$ cat src/rtl/bcd_cnt_pkg.sv
package bcd_cnt_pkg;

    localparam int DIGIT_W   = 4;
    localparam int DIGIT_MAX = 9;

    typedef logic [DIGIT_W-1:0] bcd_t;

    // Operation selected for the coming edge, highest priority last
    typedef enum logic [1:0] {
        OP_HOLD  = 2'd0,
        OP_COUNT = 2'd1,
        OP_LOAD  = 2'd2,
        OP_CLEAR = 2'd3
    } cnt_op_e;

    typedef struct packed {
        bcd_t value;
    } cnt_state_t;

endpackage

$ cat src/rtl/bcd_op_decode.sv
module bcd_op_decode
    import bcd_cnt_pkg::*;
(
    input  logic    clr_n,
    input  logic    load_n,
    input  logic    en_count,
    input  logic    en_chain,
    output cnt_op_e op
);

    always_comb begin
        if (!clr_n) begin
            op = OP_CLEAR;
        end else if (!load_n) begin
            op = OP_LOAD;
        end else if (en_count && en_chain) begin
            op = OP_COUNT;
        end else begin
            op = OP_HOLD;
        end
    end

    // clear request overrides every other control
    always_comb begin
        if (!clr_n) begin
            clear_wins_chk: assert (op == OP_CLEAR);
        end
    end

endmodule

$ cat src/rtl/bcd_successor.sv
module bcd_successor
    import bcd_cnt_pkg::*;
(
    input  bcd_t cur,
    output bcd_t nxt,
    output logic illegal
);

    localparam bcd_t LAST_LEGAL = bcd_t'(DIGIT_MAX);

    assign illegal = (cur > LAST_LEGAL);

    always_comb begin
        if (cur == LAST_LEGAL) begin
            nxt = '0;
        end else if (!illegal) begin
            nxt = cur + bcd_t'(1);
        end else begin
            unique case (cur)
                4'd10:   nxt = 4'd11;
                4'd11:   nxt = 4'd6;
                4'd12:   nxt = 4'd13;
                4'd13:   nxt = 4'd4;
                4'd14:   nxt = 4'd15;
                default: nxt = 4'd2;
            endcase
        end
    end

    // an odd illegal code always lands on a legal digit
    always_comb begin
        if (illegal && cur[0]) begin
            odd_illegal_exit_chk: assert (nxt <= LAST_LEGAL);
        end
    end

endmodule

$ cat src/rtl/bcd_carry.sv
module bcd_carry
    import bcd_cnt_pkg::*;
(
    input  bcd_t value,
    input  logic en_chain,
    output logic carry
);

    localparam bcd_t TERMINAL = bcd_t'(DIGIT_MAX);

    logic at_terminal;

    assign at_terminal = (value == TERMINAL);
    assign carry       = en_chain & at_terminal;

endmodule

$ cat src/rtl/bcd_decade_cnt.sv
module bcd_decade_cnt
    import bcd_cnt_pkg::*;
(
    input  logic       clk,
    input  logic       clr_n,
    input  logic       load_n,
    input  logic       en_count,
    input  logic       en_chain,
    input  logic [3:0] din,
    output logic [3:0] q,
    output logic       carry_out
);

    cnt_state_t st_d, st_q;
    cnt_op_e    op;
    bcd_t       succ;
    logic       succ_illegal;

    bcd_op_decode u_decode (
        .clr_n    (clr_n),
        .load_n   (load_n),
        .en_count (en_count),
        .en_chain (en_chain),
        .op       (op)
    );

    bcd_successor u_succ (
        .cur     (st_q.value),
        .nxt     (succ),
        .illegal (succ_illegal)
    );

    bcd_carry u_carry (
        .value    (st_q.value),
        .en_chain (en_chain),
        .carry    (carry_out)
    );

    always_comb begin
        st_d = st_q;
        unique case (op)
            OP_CLEAR: st_d.value = '0;
            OP_LOAD:  st_d.value = din;
            OP_COUNT: st_d.value = succ;
            default:  st_d.value = st_q.value;
        endcase
    end

    always_ff @(posedge clk) begin
        st_q <= st_d;
    end

    assign q = st_q.value;

    // ---------------------------------------------------------------
    // Checks. armed_q is set by the first clear so that no property
    // looks at the undefined count before it.
    // ---------------------------------------------------------------
    logic armed_q = 1'b0;
    always_ff @(posedge clk) begin
        if (!clr_n) armed_q <= 1'b1;
    end


    clear_to_zero_chk: assert property (@(posedge clk) disable iff (!armed_q)
        !clr_n |=> (q == 4'd0));


    load_takes_din_chk: assert property (@(posedge clk) disable iff (!armed_q)
        (clr_n && !load_n) |=> (q == $past(din)));


    hold_when_idle_chk: assert property (@(posedge clk) disable iff (!armed_q)
        (clr_n && load_n && !(en_count && en_chain)) |=> $stable(q));


    step_up_chk: assert property (@(posedge clk) disable iff (!armed_q)
        (clr_n && load_n && en_count && en_chain && q < 4'd9)
        |=> (q == $past(q) + 4'd1));


    wrap_nine_chk: assert property (@(posedge clk) disable iff (!armed_q)
        (clr_n && load_n && en_count && en_chain && q == 4'd9) |=> (q == 4'd0));


    recover_odd_chk: assert property (@(posedge clk) disable iff (!armed_q)
        (clr_n && load_n && en_count && en_chain && q > 4'd9 && q[0])
        |=> (q <= 4'd9));


    recover_even_chk: assert property (@(posedge clk) disable iff (!armed_q)
        (clr_n && load_n && en_count && en_chain && q > 4'd9 && !q[0])
        |=> (q == $past(q) + 4'd1));


    carry_only_at_nine_chk: assert property (@(posedge clk) disable iff (!armed_q)
        carry_out |-> (q == 4'd9 && en_chain));

endmodule

$ cat config.mk
export PLATFORM = sky130hd
export DESIGN_NAME = bcd_decade_cnt
export DESIGN_NICKNAME = d
export VERILOG_FILES = /design/src/rtl/bcd_cnt_pkg.sv /design/src/rtl/bcd_op_decode.sv /design/src/rtl/bcd_successor.sv /design/src/rtl/bcd_carry.sv /design/src/rtl/bcd_decade_cnt.sv
export SDC_FILE = /design/constraint.sdc
export NUM_CORES = 1
export LEC_CHECK = 0
export ABC_AREA = 1
export BUFFER_PORTS_ARGS = -buffer_cell sky130_fd_sc_hd__buf_4
export CAP_MARGIN = 20
export CORE_AREA = 2 2 39 41
export CTS_CLUSTER_SIZE = 25
export DETAILED_ROUTE_END_ITERATION = 8
export DIE_AREA = 0 0 41 43
export PLACE_DENSITY_LB_ADDON = 0.15
export SLEW_MARGIN = 20
export SYNTH_ARGS = -nofsm -noshare
export SYNTH_HDL_FRONTEND = slang
export SYNTH_SLANG_ARGS = --single-unit
$ cat constraint.sdc
create_clock -name clk -period 2.4 [get_ports clk]
set_input_delay 0.72 -clock clk [delete_from_list [all_inputs] [get_ports clk]]
set_output_delay 0.72 -clock clk [all_outputs]
set_load 0.05 [all_outputs]
==> out/summary.txt, run 1 <==
fraction of layout cells with a size suffix above 1: 26.9%
Cells after Synth: 63
status: finished, final reports clean
Area contributors post-synth: edfxtp_1 28%, nand2_1 19%, ha_1 15%, nand3_1 12%, nor2_1 7.1%
Synth Area per Inst: 6.75 um2
max_slew headroom: 75.5%
CP endpoint kind: output port
first-pass GRT wire length: 1.48 mm
Die H: 43 um
f_max: 0.462 GHz
initial antenna violation count: 0
fin crit share: 90.2%
clk root buf: clkbuf_4
IO Pins: 14
final count of pins violating max slew: 0
Post-synth top flop: edfxtp_1
TritonCTS clock tree: built
crit path time final: 2.16 ns
sw power: 0.0000943 W
Yosys top cell area share: 28.2%
P per Cell Area: 484 nW/um2
clk_skew: 0.00527 ns
DRT antenna net count: 0
largest net degree at the start of global routing: 9
num rows: 14
Initial Util: 30.7%
Worst path max stage delay: 0.45 ns
Placer Congestion: 0.757
Inserted Diodes: 0
most frequent cells in the layout: 22 x nand2_1, 13 x buf_4, 10 x nand3_1
post-CTS setup buffers: 0
Cell Int Power: 0.000175 W
hold_ws: 0.748 ns
LEAKAGE: 0.297 nW
Yosys cell types: 13
peak supply drop: 0.256 mV
hpwl dp: 708 um
die area: 1760 um2
Max stage delay cell, worst path: edfxtp_1
commonest non-fill, non-tap cell in the layout: nand2_1
H-tree Lvls: 1
final WL: 821 um
worst slew pin tran: 0.368 ns
Clock Power Share: 30.7%
most area-hungry cell type in the Yosys netlist: edfxtp_1
Setup Viol. Count Final: 0
clock-pin slew on the worst setup and hold paths: 0.03 ns
vias post-DR: 409
Syn-to-layout area delta: 30.9%
Layout Nets: 94
Yosys reg bits: 4
Longest Clk Path Bufs: 2
core area: 1380 um2
sequential share of power: 35.8%
clock sink count: 4
Post-CTS Hold Fix Bufs: 0
DRT iter0 DRCs: 4
Switching Share: 35.0%
WP data arrival: 1.44 ns
RSZ-0062 raised after global routing: no
All-Layer GR Usage: 12.8%
Req. time, crit path: 1.68 ns
Syn. warnings: 0
Largest register FFs: 4
combinational power share: 33.5%
post-synth net total: 77
Post-synth ARST share: 0%
worst hold path class: reg -> reg
crit path launch type: register
final core occ: 40.2%
biggest regs: q: 4 flops
Top reg by flops: q
DRC viols: 0
Die Span X: 41 um
TritonCTS buffer count: 3
DR pass1 iterations: 4
via/cell ratio: 4.35
crit-path max FO: 6
WS Path Type: reg -> out
Max-Cap Viols: 0
number of synthesized flops with an enable pin: 4
Port Buf Inserts: 13
Setup TNS: 0 ns
Fin. Hold Viols: 0
number of global-route vias before repair: 370
worst-skew pair later-pin latency: 0.24 ns
Avg WL per Cell: 8.73 um
GRT overflow: 0
crit path cell chain: inv_1, ha_1, nand3_2, nor2_2, buf_4
Post-Syn Area: 425 um2
sequential share of the synthesized area: 28.2%
post-cts resize count: 0
==> power by group through the flow <==
stage	registers (W)	logic, W	clock network [W]
global placement	0.0000981	0.0000915	0
floorplan	0.000113	0.0000485	0
global route	0.0000980	0.000103	0.0000936
CTS	0.0000967	0.0000913	0.0000855
finish	0.0000964	0.0000905	0.0000828
detailed placement	0.0000978	0.0000909	0
==> area by class of cell <==
type,count,area [um2]
fill,156,827
multi-input combinational,49,258
tap,16,20.0
inverter,9,38.8
clock buffer,3,22.5
timing repair buffer,13,97.6
sequential,4,120
==> cell usage after synthesis, types with 4 or more instances <==
library cell,n
nor2_1,8
inv_1,7
edfxtp_1,4
nand3_1,10
nand2_1,22
ha_1,5
==> per-layer routing <==
layer | wire length (um) | vias up | track usage [%]
met5 | 0 | - | 0
met2 | 447 | 11 | 20.3
li1 | - | 227 | -
met3 | 43 | 2 | 5.24
met1 | 316 | 169 | 13.1
met4 | 14 | 0 | 8.00
==> worst paths after layout <==
path,start,to,slack [ns],cells past startpoint
worst max-delay path,q[1],carry_out,0.24,5
worst min-delay path,q[1],q[1],0.75,4
worst max register to register,q[0],q[0],0.92,8
worst min register to register,q[1],q[1],0.75,4
==> worst max-delay path: cells and delay by family, from the launching register on <==
kind / cells / cell delay, ns
buffers and inverters: 2 / 0.32
adders and majority gates: 1 / 0.21
and+or+nand+nor: 2 / 0.23
DFF: 1 / 0.45
==> per-stage QoR <==
stage | setup slack (ns) | total power [W] | instances | area (um2)
after floorplan | 0.0882 | 0.000161 | 63 | 428
after detailed placement | 0.468 | 0.000189 | 91 | 534
final | 0.235 | 0.000270 | 94 | 557
after global routing | 0.107 | 0.000294 | 94 | 557
after CTS | 0.219 | 0.000274 | 94 | 557
after global placement | 0.493 | 0.000190 | 91 | 534
==> kinds of logic after synthesis <==
kind of cell / after synthesis / share of synthesized area, %
flip-flops: 4 / 28.2
AO/OA/AOI/OAI: 1 / 1.18
adder cells (fa/ha/maj): 5 / 14.7
XOR/XNOR: 1 / 2.06
AND/OR/NAND/NOR: 42 / 42.1
buffers and inverters: 10 / 11.8
No activity file was read; power rests on OpenSTA's default activity.
==> run 2, diff against run 1 <==
--- a/config.mk
+++ b/config.mk
@@ -9,10 +9,12 @@
 export BUFFER_PORTS_ARGS = -buffer_cell sky130_fd_sc_hd__buf_4
 export CAP_MARGIN = 20
 export CORE_AREA = 2 2 39 41
+export CTS_CLUSTER_DIAMETER = 200
 export CTS_CLUSTER_SIZE = 25
 export DETAILED_ROUTE_END_ITERATION = 8
 export DIE_AREA = 0 0 41 43
 export PLACE_DENSITY_LB_ADDON = 0.15
+export RECOVER_POWER = 100
 export SLEW_MARGIN = 20
 export SYNTH_ARGS = -nofsm -noshare
 export SYNTH_HDL_FRONTEND = slang
==> run 2 against run 1 <==
Combinational power shrank 6.1%; via count grew 0.24%; register-to-register slack is essentially flat; clock skew is essentially flat; wire length shrank 0.12%; non-clock buffer count is the same; clock power is essentially flat; critical path type unchanged.
==> out/summary.txt, run 2 (synthesis results as in run 1) <==
All-Layer GR Usage: 12.8%
num rows: 14
dpl cell area: 534 um2
Setup TNS: 0 ns
Post-CTS Hold Fix Bufs: 0
number of global-route vias before repair: 370
Initial Util: 30.7%
Syn-to-layout area delta: 26.8%
TritonCTS clock tree: built
Placer Congestion: 0.757
DRT antenna net count: 0
max_slew headroom: 60.1%
initial antenna violation count: 0
peak supply drop: 0.252 mV
worst slew pin tran: 0.601 ns
sequential share of power: 36.4%
RSZ-0062 raised after global routing: no
crit path launch type: register
hpwl dp: 708 um
Worst path max stage delay: 0.45 ns
Setup Viol. Count Final: 0
post-cts resize count: 0
crit-path max FO: 6
f_max: 0.465 GHz
TritonCTS buffer count: 3
final WL: 820 um
worst-skew pair later-pin latency: 0.24 ns
dpl ws: 0.468 ns
# placed instances: 91
hold depth: 4
Avg WL per Cell: 8.72 um
Longest Clk Path Bufs: 2
P per Cell Area: 489 nW/um2
first-pass GRT wire length: 1.48 mm
fill count: 162
Fin. Hold Viols: 0
Max-Cap Viols: 0
commonest non-fill, non-tap cell in the layout: nand2_1
Switching Share: 35.5%
Critical path origin: q[1]
vias post-DR: 410
hold_ws: 0.745 ns
largest net degree at the start of global routing: 9
clock sink count: 4
sw power: 0.0000937 W
Inserted Diodes: 0
post-CTS setup buffers: 0
core area: 1380 um2
DRT iter0 DRCs: 4
via/cell ratio: 4.36
clk_skew: 0.00520 ns
R2R Path Start: q[0]
Top reg by flops: q
H-tree Lvls: 1
crit path time final: 2.15 ns
reg2reg setup slack: 0.91 ns
Layout Nets: 94
Port Buf Inserts: 13
clock-pin slew on the worst setup and hold paths: 0.03 ns
Worst path top cell family by delay: flip-flops
Req. time, crit path: 1.68 ns
Die H: 43 um
Die Span X: 41 um
combinational power share: 32.2%
LEAKAGE: 0.280 nW
Clock Power Share: 31.3%
Largest register FFs: 4
DRC viols: 0
post-route setup slack: 0.250 ns
DR pass1 iterations: 4
Non-Filler Instances: 94
fin crit share: 89.6%
GRT overflow: 0
CP endpoint kind: output port
Max stage delay cell, worst path: edfxtp_1
Worst path depth: 5
min-delay src: q[1]
worst hold path class: reg -> reg
biggest regs: q: 4 flops
clk root buf: clkbuf_4
cells on worst reg2reg path: 10
CP bufs+invs: 2
Cell Int Power: 0.000170 W
WS Path Type: reg -> out
most frequent cells in the layout: 23 x nand2_1, 10 x nand3_1, 8 x buf_4
final count of pins violating max slew: 0
post-route cell area: 539 um2
fraction of layout cells with a size suffix above 1: 20.5%
WP data arrival: 1.43 ns
IO Pins: 14
crit path cell chain: inv_1, ha_1, nand3_2, nor2_2, buf_4
status: finished, final reports clean
die area: 1760 um2
## run 2: cell types whose count changed in the layout (fill, tap and decap cells not counted), sizes merged
cell,change
buf,-5
clkbuf,+5
## run 2: metrics by stage
| step | util, % | power [W] |
|---|---|---|
| 6_report | 39.0 | 0.000264 |
| 5_1_grt | 39.0 | 0.000289 |
| 4_1_cts | 40.2 | 0.000274 |
| 3_5_place_dp | 38.6 | 0.000189 |
| 3_3_place_gp | 38.6 | 0.000190 |
| 2_1_floorplan | - | 0.000161 |
## run 2: worst reg2reg max path, cell delays in order, from the launching register on
cell,delay (ns)
edfxtp_1,0.44
inv_1,0.11
ha_1,0.22
inv_1,0.05
nand2_1,0.04
nand2_1,0.09
nand2_1,0.09
nand2_1,0.07
nand2_1,0.04
nand2_1,0.05
nand2_1,0.04
## run 2: worst paths after layout
check	endpoint
hold reg to reg	q[1]
setup reg to reg	q[1]
setup / recovery	carry_out
hold / removal	q[1]
## run 2: area by class of cell
cell class	count	area, um2	area share (%)
clock buffer	3	22.5	4.18
inverter	9	38.8	7.19
multi-input combinational	49	255	47.3
sequential	4	120	22.3
tap	16	20.0	3.71
timing repair buffer	13	82.6	15.3
## run 2: power groups by stage
stage	Clock (W)	Combinational [W]	Sequential, W
6_report	0.0000827	0.0000850	0.0000962
5_1_grt	0.0000936	0.0000971	0.0000979
3_3_place_gp	0	0.0000915	0.0000981
2_1_floorplan	0	0.0000485	0.000113
3_5_place_dp	0	0.0000909	0.0000978
4_1_cts	0.0000855	0.0000913	0.0000967
## run 2: metal layers
layer | global-route usage, % | routed length (um)
met4 | 8.00 | 14
met1 | 13.1 | 320
met3 | 5.24 | 45
met2 | 20.3 | 440
met5 | 0 | 0
